==> src/rtl/sib_pkg.sv <==
package sib_pkg;
  localparam logic [5:0] OFS_WIN_HI = 6'h00;
  localparam logic [5:0] OFS_WIN_LO = 6'h04;
  localparam logic [5:0] OFS_CMD    = 6'h08;
  localparam logic [5:0] OFS_CLR    = 6'h18;
  localparam logic [5:0] OFS_STAT   = 6'h1C;
  localparam logic [5:0] OFS_IRQ    = 6'h20;
  localparam int STAT_ERR_BIT  = 31;
  localparam int STAT_BUSY_BIT = 0;
  localparam int CMD_WR_BIT    = 31;
  typedef enum logic [1:0] {ST_IDLE, ST_ISSUE, ST_AWAIT} sib_state_e;
endpackage

==> src/rtl/sib_host_regs.sv <==
module sib_host_regs
  import sib_pkg::*;
(
  input  logic        clk,
  input  logic        rst_n,
  input  logic        hst_wr,
  input  logic [5:0]  hst_addr,
  input  logic [31:0] hst_wdata,
  output logic [31:0] hst_rdata,
  input  logic        busy,
  input  logic        err_set,
  input  logic        load_en,
  input  logic [63:0] load_data,
  output logic [31:0] win_hi,
  output logic [31:0] win_lo,
  output logic        err_flag,
  output logic        cmd_fire,
  output logic [31:0] cmd_word
);
  logic clr_wr;
  assign clr_wr   = hst_wr && (hst_addr == OFS_CLR);
  assign cmd_fire = hst_wr && (hst_addr == OFS_CMD);
  assign cmd_word = hst_wdata;

  // Priority: clear register, then engine read data, then host half writes.
  always_ff @(posedge clk) begin
    if (!rst_n) begin
      win_hi   <= '0;
      win_lo   <= '0;
      err_flag <= 1'b0;
    end else if (clr_wr) begin
      win_hi   <= '0;
      win_lo   <= '0;
      err_flag <= 1'b0;
    end else begin
      if (load_en) begin
        win_hi <= load_data[63:32];
        win_lo <= load_data[31:0];
      end else if (hst_wr && hst_addr == OFS_WIN_HI) begin
        win_hi <= hst_wdata;
      end else if (hst_wr && hst_addr == OFS_WIN_LO) begin
        win_lo <= hst_wdata;
      end
      if (err_set) err_flag <= 1'b1;
    end
  end

  always_comb begin
    hst_rdata = '0;
    case (hst_addr)
      OFS_WIN_HI: hst_rdata = win_hi;
      OFS_WIN_LO: hst_rdata = win_lo;
      OFS_STAT: begin
        hst_rdata[STAT_ERR_BIT]  = err_flag;
        hst_rdata[STAT_BUSY_BIT] = busy;
      end
      default: hst_rdata = '0;
    endcase
  end
endmodule

==> src/rtl/sib_cmd_engine.sv <==
module sib_cmd_engine
  import sib_pkg::*;
#(
  parameter logic [31:0] ENG_BASE = 32'h0007_0000,
  parameter int          ENG_REGS = 10,
  parameter int          IDX_W    = 4
) (
  input  logic             clk,
  input  logic             rst_n,
  input  logic             cmd_fire,
  input  logic [31:0]      cmd_word,
  input  logic [31:0]      win_hi,
  input  logic [31:0]      win_lo,
  output logic             req_valid,
  input  logic             req_ready,
  output logic             req_write,
  output logic [IDX_W-1:0] req_idx,
  output logic [63:0]      req_wdata,
  input  logic             rsp_valid,
  input  logic [63:0]      rsp_rdata,
  output logic             busy,
  output logic             err_set,
  output logic             load_en,
  output logic [63:0]      load_data
);
  localparam logic [31:0] ENG_LIMIT = ENG_BASE + 32'(ENG_REGS);

  sib_state_e  state;
  logic [31:0] tgt;
  logic [31:0] rel;
  logic        in_range;
  logic        accept;

  assign tgt      = {1'b0, cmd_word[30:0]};
  assign rel      = tgt - ENG_BASE;
  assign in_range = (tgt >= ENG_BASE) && (tgt < ENG_LIMIT);
  assign accept   = cmd_fire && (state == ST_IDLE);
  assign err_set  = accept && !in_range;

  always_ff @(posedge clk) begin
    if (!rst_n) begin
      state     <= ST_IDLE;
      req_write <= 1'b0;
      req_idx   <= '0;
      req_wdata <= '0;
    end else begin
      case (state)
        ST_IDLE: if (accept && in_range) begin
          req_write <= cmd_word[CMD_WR_BIT];
          req_idx   <= rel[IDX_W-1:0];
          req_wdata <= {win_hi, win_lo};
          state     <= ST_ISSUE;
        end
        ST_ISSUE: if (req_ready) state <= req_write ? ST_IDLE : ST_AWAIT;
        ST_AWAIT: if (rsp_valid) state <= ST_IDLE;
        default:  state <= ST_IDLE;
      endcase
    end
  end

  assign req_valid = (state == ST_ISSUE);
  assign busy      = (state != ST_IDLE);
  assign load_en   = (state == ST_AWAIT) && rsp_valid;
  assign load_data = rsp_rdata;
endmodule

==> src/rtl/sib_bridge.sv <==
module sib_bridge
  import sib_pkg::*;
#(
  parameter logic [31:0] ENG_BASE = 32'h0007_0000,
  parameter int          ENG_REGS = 10,
  parameter int          IDX_W    = $clog2(ENG_REGS)
) (
  input  logic             clk,
  input  logic             rst_n,
  input  logic             hst_wr,
  input  logic [5:0]       hst_addr,
  input  logic [31:0]      hst_wdata,
  output logic [31:0]      hst_rdata,
  output logic             req_valid,
  input  logic             req_ready,
  output logic             req_write,
  output logic [IDX_W-1:0] req_idx,
  output logic [63:0]      req_wdata,
  input  logic             rsp_valid,
  input  logic [63:0]      rsp_rdata
);
  logic        busy, err_set, load_en, err_flag, cmd_fire;
  logic [63:0] load_data;
  logic [31:0] win_hi, win_lo, cmd_word;

  sib_host_regs u_regs (
    .clk, .rst_n, .hst_wr, .hst_addr, .hst_wdata, .hst_rdata,
    .busy, .err_set, .load_en, .load_data,
    .win_hi, .win_lo, .err_flag, .cmd_fire, .cmd_word
  );

  sib_cmd_engine #(.ENG_BASE(ENG_BASE), .ENG_REGS(ENG_REGS), .IDX_W(IDX_W)) u_cmd (
    .clk, .rst_n, .cmd_fire, .cmd_word, .win_hi, .win_lo,
    .req_valid, .req_ready, .req_write, .req_idx, .req_wdata,
    .rsp_valid, .rsp_rdata, .busy, .err_set, .load_en, .load_data
  );
endmodule

==> config.mk <==
export PLATFORM = sky130hd
export DESIGN_NAME = sib_bridge
export DESIGN_NICKNAME = d
export VERILOG_FILES = /design/src/rtl/sib_pkg.sv /design/src/rtl/sib_host_regs.sv /design/src/rtl/sib_cmd_engine.sv /design/src/rtl/sib_bridge.sv
export SDC_FILE = /design/constraint.sdc
export NUM_CORES = 1
export LEC_CHECK = 0
export BUFFER_PORTS_ARGS = -buffer_cell sky130_fd_sc_hd__clkbuf_2
export CAP_MARGIN = 25
export CORE_ASPECT_RATIO = 1.5
export CORE_UTILIZATION = 40
export CTS_BUF_LIST = sky130_fd_sc_hd__clkbuf_16
export DETAILED_ROUTE_END_ITERATION = 8
export GPL_TIMING_DRIVEN = 1
export MAX_ROUTING_LAYER = met4
export PLACE_DENSITY_LB_ADDON = 0.15
export SLEW_MARGIN = 20
export SYNTH_ARGS = -nofsm -noshare
export SYNTH_HDL_FRONTEND = slang
export SYNTH_SLANG_ARGS = --single-unit
==> constraint.sdc <==
create_clock -name clk -period 3.38 [get_ports clk]
set_clock_uncertainty 0.05 [all_clocks]
set_input_delay 1.014 -clock clk [delete_from_list [all_inputs] [get_ports clk]]
set_output_delay 1.014 -clock clk [all_outputs]
set_load 0.005 [all_outputs]
* Yosys cells after proc, flatten, opt, wreduce, memory -nomap -nowiden
Cells that the tools add are included.
W data, S select, Z words.
** Operators by class
- Add/subtract/negate cells :: 1
- Magnitude comparators :: 2
- Equality and inequality tests :: 10
- Multiplexer cells :: 13
- Bitwise operators :: 1
- Reduce and logical (&&, ||, !) cells :: 19
** Operators by type and width (count)
- $mux W32 :: 5
- $pmux W30 S2 :: 1
- $ge A31 B19 Y1 const B :: 1
- $lt A31 B19 Y1 const B :: 1
- $eq A6 B5 Y1 const B :: 2
- $logic_and A1 B1 Y1 :: 9
- $mux W2 :: 4
- $eq A6 B3 Y1 const B :: 1
- $eq A6 B4 Y1 const B :: 1
- $logic_not A6 Y1 :: 1
- $ne A2 B2 Y1 const B :: 3
- $pmux W1 S3 :: 2
- $pmux W2 S3 :: 1
- $reduce_bool A2 Y1 :: 3
- $reduce_and A2 Y1 :: 2
- $sub A4 B1 Y4 const B :: 1
- $reduce_and A3 Y1 :: 1
- $eq A2 B1 Y1 const B :: 1
- $eq A2 B2 Y1 const B :: 1
- $logic_not A2 Y1 :: 1
- $ne A2 B1 Y1 const B :: 1
- $reduce_or A2 Y1 :: 1
- $logic_not A1 Y1 :: 1
- $not A1 Y1 :: 1
** Word-level totals
- Register bits :: 136
- Output and inout bits :: 102
- Logic and storage cells :: 53

* Logic depth before layout (Yosys ltp)
Gate-level depths: netlist of the first run.
- Depth in word-level cells :: 6
- Gate-level depth with buffers :: 7
- Gate-level depth less buffers :: 4

* Cells and area by module
From an unflattened synthesis of the first run, not the netlist that was laid out.
** Second synthesis, totals
- Cells, all modules :: 919
- Area, all modules :: 7662.3 sq um
** Modules (own cells, without submodules)
- sib_host_regs :: times used 1, cells an instance 529, area each 4185.3 sq um, seq. area each 1301.2 sq um
- sib_cmd_engine :: times used 1, cells an instance 390, area each 3477.1 sq um, seq. area each 1421.4 sq um

* Worst setup path before layout of the first run
No wires, ideal clock.
- Path type :: input -> output
- Start point :: in hst_addr[1]
- End point :: out hst_rdata[10]
- Arrival time :: 2186 ps
- Required time :: 2316 ps
- Path slack :: 130 ps
- Stages on the path :: 5
- Path buffers :: 2
- Cells stage by stage :: or3_4 -> or2_2 -> clkbuf_1 -> clkbuf_1 -> nor2_1
** On the way
- Word-level cells in the longest chain between the ends :: 2
- Elaborated cells on any way between the ends :: 3
- Those cells by class :: 1 x eq/ne; 1 x mux; 1 x reduce/logical
** RTL lines
- start: declaration :: line sib_bridge.sv:11 : input logic [5:0] hst_addr,
- $eq A6 B3 Y1 or $logic_not A6 Y1 (tied branches) :: line sib_host_regs.sv:50 : case (hst_addr)
- $pmux W30 S2 * :: line sib_host_regs.sv:50
- end: declaration :: line sib_bridge.sv:13 : output logic [31:0] hst_rdata,
Mark *: on every way between the ends. The rest lies on a longest branch, timed or not.

* Final worst setup path of the first run
Ends and elaborated chain as after synthesis.

==> results of run 1 <==
==> stage by stage <==
stage	util, %	instances	hold WS (ps)	TNS, ps
3_3_place_gp	49.2	1099	392	-34.8
3_5_place_dp	49.2	1099	397	-99.5
2_1_floorplan	-	733	382	0
6_report	53.5	1128	405	0
4_1_cts	53.5	1128	407	0
5_1_grt	53.5	1128	427	0
==> worst max-delay path, delay by kind of cell <==
family / cells / cell delay, ps
AND/OR/NAND/NOR: 3 / 820
buffers and inverters: 3 / 390
==> state kept, by name (all words and copies together) (netlist names) <==
name,flops
u_cmd.state,2
u_regs.win_hi,32
u_regs.win_lo,32
u_cmd.req_write,1
u_cmd.req_idx,4
u_regs.err_flag,1
u_cmd.req_wdata,64
==> synth_stat cells (3+ instances only) <==
| library cell | number | area [um2] |
|---|---|---|
| nand2_1 | 233 | 875 |
| dfxtp_1 | 136 | 2720 |
| mux2i_1 | 102 | 1020 |
| nor2_1 | 97 | 364 |
| a311oi_1 | 61 | 534 |
| clkbuf_1 | 37 | 139 |
| buf_2 | 8 | 40.0 |
| buf_1 | 7 | 26.3 |
| buf_4 | 7 | 52.6 |
| nor4_1 | 4 | 25.0 |
| a211oi_1 | 3 | 22.5 |
| buf_6 | 3 | 33.8 |
| inv_1 | 3 | 11.3 |
| nor3_1 | 3 | 15.0 |
==> layout by cell type, fill, tap and decap left out, types with 3 or more instances in the layout <==
master / n
nand2_1: 233
clkbuf_2: 207
dfxtp_1: 136
mux2i_1: 102
nor2_1: 96
a311oi_1: 61
clkbuf_16: 17
buf_4: 15
buf_12: 7
bufinv_16: 5
nor4_1: 4
inv_1: 3
a211oi_1: 3
clkinv_4: 3
==> power groups by stage <==
stage | clock network, uW | logic (uW) | registers (uW)
final | 2000 | 196 | 1610
after detailed placement | 0 | 195 | 1650
after global placement | 0 | 197 | 1650
after global routing | 2120 | 212 | 1610
after CTS | 2040 | 196 | 1610
after floorplan | 0 | 84.7 | 1650
==> worst paths after layout <==
check                                         start             endpoint  slack, ps  cells past startpoint
worst min-delay path            u_cmd.req_wdata[46]  u_cmd.req_wdata[46]        410                      2
worst min register to register  u_cmd.req_wdata[46]  u_cmd.req_wdata[46]        410                      2
worst max-delay path                    hst_addr[1]        hst_rdata[10]         90                      6
worst max register to register       u_cmd.state[0]  u_cmd.req_wdata[55]       1310                      5
==> logic make-up (layout without fill, tap and decap cells) <==
family,count (synthesis),count (layout),synth area share (%)
and+or+nand+nor,354,354,23.0
DFF,136,136,44.6
muxes,102,102,16.7
AOI/OAI and AO/OA,76,76,10.8
buffers and inverters,65,261,4.96
==> repair_timing <==
| action | 4_1_cts | 5_1_grt |
|---|---|---|
| endpoints found under the setup margin | 7 | 0 |
| resized for setup | 1 | 0 |
| hold buffers | 0 | 0 |
==> layer usage <==
metal  share of wire [%]  vias to the layer above  wire [um]  track usage [%]
li1                    -                     2880          -                -
met3                 3.8                       22        668             3.66
met2                  51                      177       8990             39.6
met5                   0                        -          0                -
met1                  44                     2622       7740             27.6
met4                 2.2                        0        386             9.32
==> final cells by class <==
class	count	area [um2]	share of cell area, %
clock inverters	12	203	2.53
well taps	199	249	3.11
inverters	3	11.3	0.140
multi-input cells	532	3120	38.9
clock buffers	17	425	5.31
flip-flops and latches	136	2720	34.0
repair buffers	229	1290	16.1
==> metrics.cfg, run 1 <==
[synthesis]
yosysWarnings = 0
ys.flop_type = dfxtp_1
seq_area_frac_synth_pct = 44.6
syn-mean-instance-area_um2 = 8.34
synth.ff_latch_count = 136
synthesis.area_um2 = 6110
synth_nets = 840
synth_edf_count = 0
ys_types = 35
synthArstFlopShare_pct = 0
syn_inst = 733

[placement]
place_area_um2 = 7390
gp_congestion = 0.822
post-place-ws_ps = -23.2
dpl.hpwl_mm = 12.5
portBuffers = 208

[timing]
setup-violations-final = 0
worstMarginPinSlew_ps = 566
rsz0062_at_grt = no
max_freq_mhz = 304
fin_crit_sh_pct = 97.4
hold_viol_final = 0
finalWorstSetupSlack_ps = 87.1
drv_slew = 0
min_period_ps = 3290
max-slew-margin-rel_pct = 62.2

[power]
internal_power_uw = 2990
ir_drop_uv = 285
finalPower_uw = 3810
power_frac_comb_pct = 5.1
pwr-share-seq_pct = 42.4
powerDensity_nw_per_um2 = 475
p_switching_uw = 819
p_clk_share_pct = 52.5
p_sw_share_pct = 21.5
p_leak_uw = 0.00312

[job]
cap_violations = 0

[clock_network]
cts_buffers = 17
htreeDepth = 4
clk_latency_ps = 400
cts.sinks = 136
clk_pin_slew_ps = 60
clockBufferDepth = 2
cts-root-buf = clkbuf_16
post_cts_buffers = 0
cts_tree = done

[worst_setup_path]
worst_path_max_delay_cell = or3_4
worstPathRequired_ps = 2320
critPathKind = in -> out
worstPathArrival_ps = 2230
path_cells = clkbuf_2, or3_4, or2_4, buf_4, nor2_1, clkbuf_2
cp-end-kind = output pin
slowest_delay_ps = 380
crit_path_max_fanout = 8
critPathLaunchType = input port
crit_path_frequent_cell = clkbuf_2

[drt]
ant_nets = 0
drt_first_pass_iters = 4
via_per_inst = 5.05
wl_mm = 17.8
drtIter0Drc = 199
wl_per_cell_um = 15.8
drc = 0
vias = 5701

[cells_and_area]
fill_cells = 1497
layout-drive-gt1-share_pct = 28.6
layout.nets = 1026
diodes = 0
stdcell_area_um2 = 8020
syn_to_final_growth_pct = 31.3

[floorplanning]
ios = 209
die_h_um = 153
start_util_pct = 40.7
core_area_um2 = 15000
fp-row-count = 55
dieArea_um2 = 15800
dieWidth_um = 103

[outcome]
outcome = finished clean

[grt]
grt_max_degree = 66
grt_pass1_vias = 5493
grt-ovfl-total = 0
antenna_found_initial = 0
grt_pass1_wl_mm = 27.5
track_usage_pct = 23.5

[min_path]
min_path_type = reg -> reg

Power figures use the tool's default switching activity.
==> inputs of run 2 (changes only) <==
==> constraint.sdc (replaced) <==
create_clock -name clk -period 3.38 [get_ports clk]
set_clock_uncertainty 0.05 [all_clocks]
set_input_delay 1.014 -clock clk [delete_from_list [all_inputs] [get_ports clk]]
set_output_delay 1.014 -clock clk [all_outputs]
set_load 0.1 [all_outputs]
==> metrics.cfg, run 2 (same netlist as run 1, synthesis figures left out) <==
[drt]
wl_per_cell_um = 16.1  ; was 15.8 um
drtIter0Drc = 218  ; was 199
vias = 5772  ; was 5701
ant_nets = 0  ; unchanged
wl_mm = 18.1  ; was 17.8 mm
wl_met1_mm = 7.41  ; was 7.74 mm
drt_first_pass_iters = 5  ; was 4
via_per_inst = 5.12  ; was 5.05
drc = 0  ; unchanged
met3_length_um = 821  ; was 668 um
dr_wl_met2_mm = 9.44  ; was 8.99 mm
top_layer = met4  ; unchanged

[cells_and_area]
mostFrequentLayoutCell = nand2_1  ; unchanged
top_register = u_cmd.req_wdata  ; unchanged
layout-drive-gt1-share_pct = 32.2  ; was 28.6%
diodes = 0  ; unchanged
syn_to_final_growth_pct = 43.3  ; was 31.3%
instances_no_fill = 1128  ; unchanged
largest_reg_flops = 64  ; unchanged
mostFrequentLayoutCells = 233 x nand2_1, 174 x clkbuf_2, 136 x dfxtp_1, 102 x mux2i_1, 65 x nor2_1  ; was 233 x nand2_1, 207 x clkbuf_2, 136 x dfxtp_1, 102 x mux2i_1, 96 x nor2_1
layout.nets = 1024  ; was 1026
largestRegisters = u_cmd.req_wdata: 64 flops, u_regs.win_hi: 32 flops, u_regs.win_lo: 32 flops  ; unchanged

[clock_network]
htreeDepth = 4  ; unchanged
clk_latency_ps = 410  ; was 400 ps
cts_buffers = 17  ; unchanged
hold_buffers = 0  ; unchanged
cts.sinks = 136  ; unchanged
clockBufferDepth = 2  ; unchanged
cts-root-buf = clkbuf_16  ; unchanged
clk_pin_slew_ps = 50  ; was 60 ps
cts_tree = done  ; unchanged

[worst_setup_path]
path_cells = buf_6, or3_4, or2_4, o22ai_2, a22o_2, buf_12  ; was clkbuf_2, or3_4, or2_4, buf_4, nor2_1, clkbuf_2
critPathLaunchType = input port  ; unchanged
slowest_delay_ps = 380  ; about the same
path_buf_inv = 2  ; was 3
cp-end-kind = output pin  ; unchanged
crit_path_max_fanout = 6  ; was 8
worst_path_max_delay_cell = or3_4  ; unchanged
worstPathArrival_ps = 2330  ; was 2230 ps
critPathTopFamily = simple AND/OR/NAND/NOR gates  ; unchanged
critPathKind = in -> out  ; unchanged
worstPathRequired_ps = 2320  ; about the same

[floorplanning]
die_h_um = 153  ; unchanged
core_area_um2 = 15000  ; unchanged
dieArea_um2 = 15800  ; unchanged
dieWidth_um = 103  ; unchanged
start_util_pct = 40.7  ; unchanged
fp-row-count = 55  ; unchanged
ios = 209  ; unchanged

[grt]
grt_pass1_wl_mm = 28.9  ; was 27.5 mm
grt_pass1_vias = 5706  ; was 5493
grt_max_degree = 141  ; was 66
antenna_found_initial = 0  ; unchanged
track_usage_pct = 24.5  ; was 23.5%
grt-ovfl-total = 0  ; unchanged

[outcome]
failed_checks = negative setup slack
outcome = complete, but fails checks  ; was finished clean

[timing]
rsz0062_at_grt = yes  ; was no
max_freq_mhz = 294  ; was 304 MHz
tns_ps = -16.8  ; was 0 ps
hold_viol_final = 0  ; unchanged
max-slew-margin-rel_pct = 59.0  ; was 62.2%
fin_crit_sh_pct = 100  ; was 97.4%
setup-violations-final = 1  ; was 0
min_period_ps = 3400  ; was 3290 ps
worstMarginPinSlew_ps = 615  ; was 566 ps
drv_slew = 0  ; unchanged
finalWorstSetupSlack_ps = -16.8  ; was 87.1 ps

[power]
powerDensity_nw_per_um2 = 426  ; was 475 nW/um2
p_leak_uw = 0.00324  ; was 0.00312 uW
ir_drop_uv = 209  ; was 285 uV

[placement]
portBuffers = 208  ; unchanged
dp.cells = 1096  ; was 1099
post-place-ws_ps = -31.6  ; was -23.2 ps
dpl.hpwl_mm = 12.8  ; was 12.5 mm
gp_congestion = 0.805  ; was 0.822

[job]
cap_violations = 0  ; unchanged

[min_path]
min_path_type = reg -> reg  ; unchanged

## run 2: changes by cell type in the layout (fill, tap and decap cells not counted), sizes merged
cell and change:
buf +31, clkinv +2, inv +1, bufinv -1, clkbuf -33
## run 2: tightest hold or removal path, cell delays in order, from the launching register on
cell     delay, ps
dfxtp_1        300
nand2_1         50
mux2i_1         50
## run 2: area by class of cell
type,instances,area (um2)
Fill cell,1400,6250
Multi-Input combinational cell,532,3370
Sequential cell,136,2720
Timing Repair Buffer,227,1790
Clock buffer,17,425
Tap cell,199,249
Clock inverter,14,185
Inverter,3,11.3
## run 2: metal layers
metal,GRT usage [%],up-vias
met3,4.07,31
met2,42.1,189
met4,9.86,0
met1,27.8,2674
li1,-,2878
met5,-,-
## run 2: metrics by stage
step | total power, uW | instance area (um2) | hold slack (ps) | utilization, %
floorplan | 1740 | 6420 | 382 | -
global placement | 1850 | 8110 | 391 | 54.1
detailed placement | 1850 | 8110 | 397 | 54.1
CTS | 3770 | 8730 | 405 | 58.2
global route | 3860 | 8750 | 423 | 58.3
finish | 3730 | 8750 | 404 | 58.3
## run 2: final timing paths
path              slack, ps                   to  cells after the start               start
setup reg to reg       1340  u_cmd.req_wdata[16]                      5      u_cmd.state[0]
hold / removal          400   u_cmd.req_wdata[4]                      2  u_cmd.req_wdata[4]
hold reg to reg         400   u_cmd.req_wdata[4]                      2  u_cmd.req_wdata[4]
setup / recovery        -20         hst_rdata[0]                      6         hst_addr[5]
## run 2: report_power, final
part / internal [uW] / switching (uW) / leakage (uW)
clock: 1220 / 692 / 0.000305
sequential: 1610 / 4.22 / 0.00110
combinational: 82.2 / 118 / 0.00184
## run 2: what timing repair did
item,in CTS,in global routing
setup endpoints to repair,5,16
buffers inserted,0,1
resized for setup,3,2
pin swaps,1,0
endpoints found under the hold margin,0,0
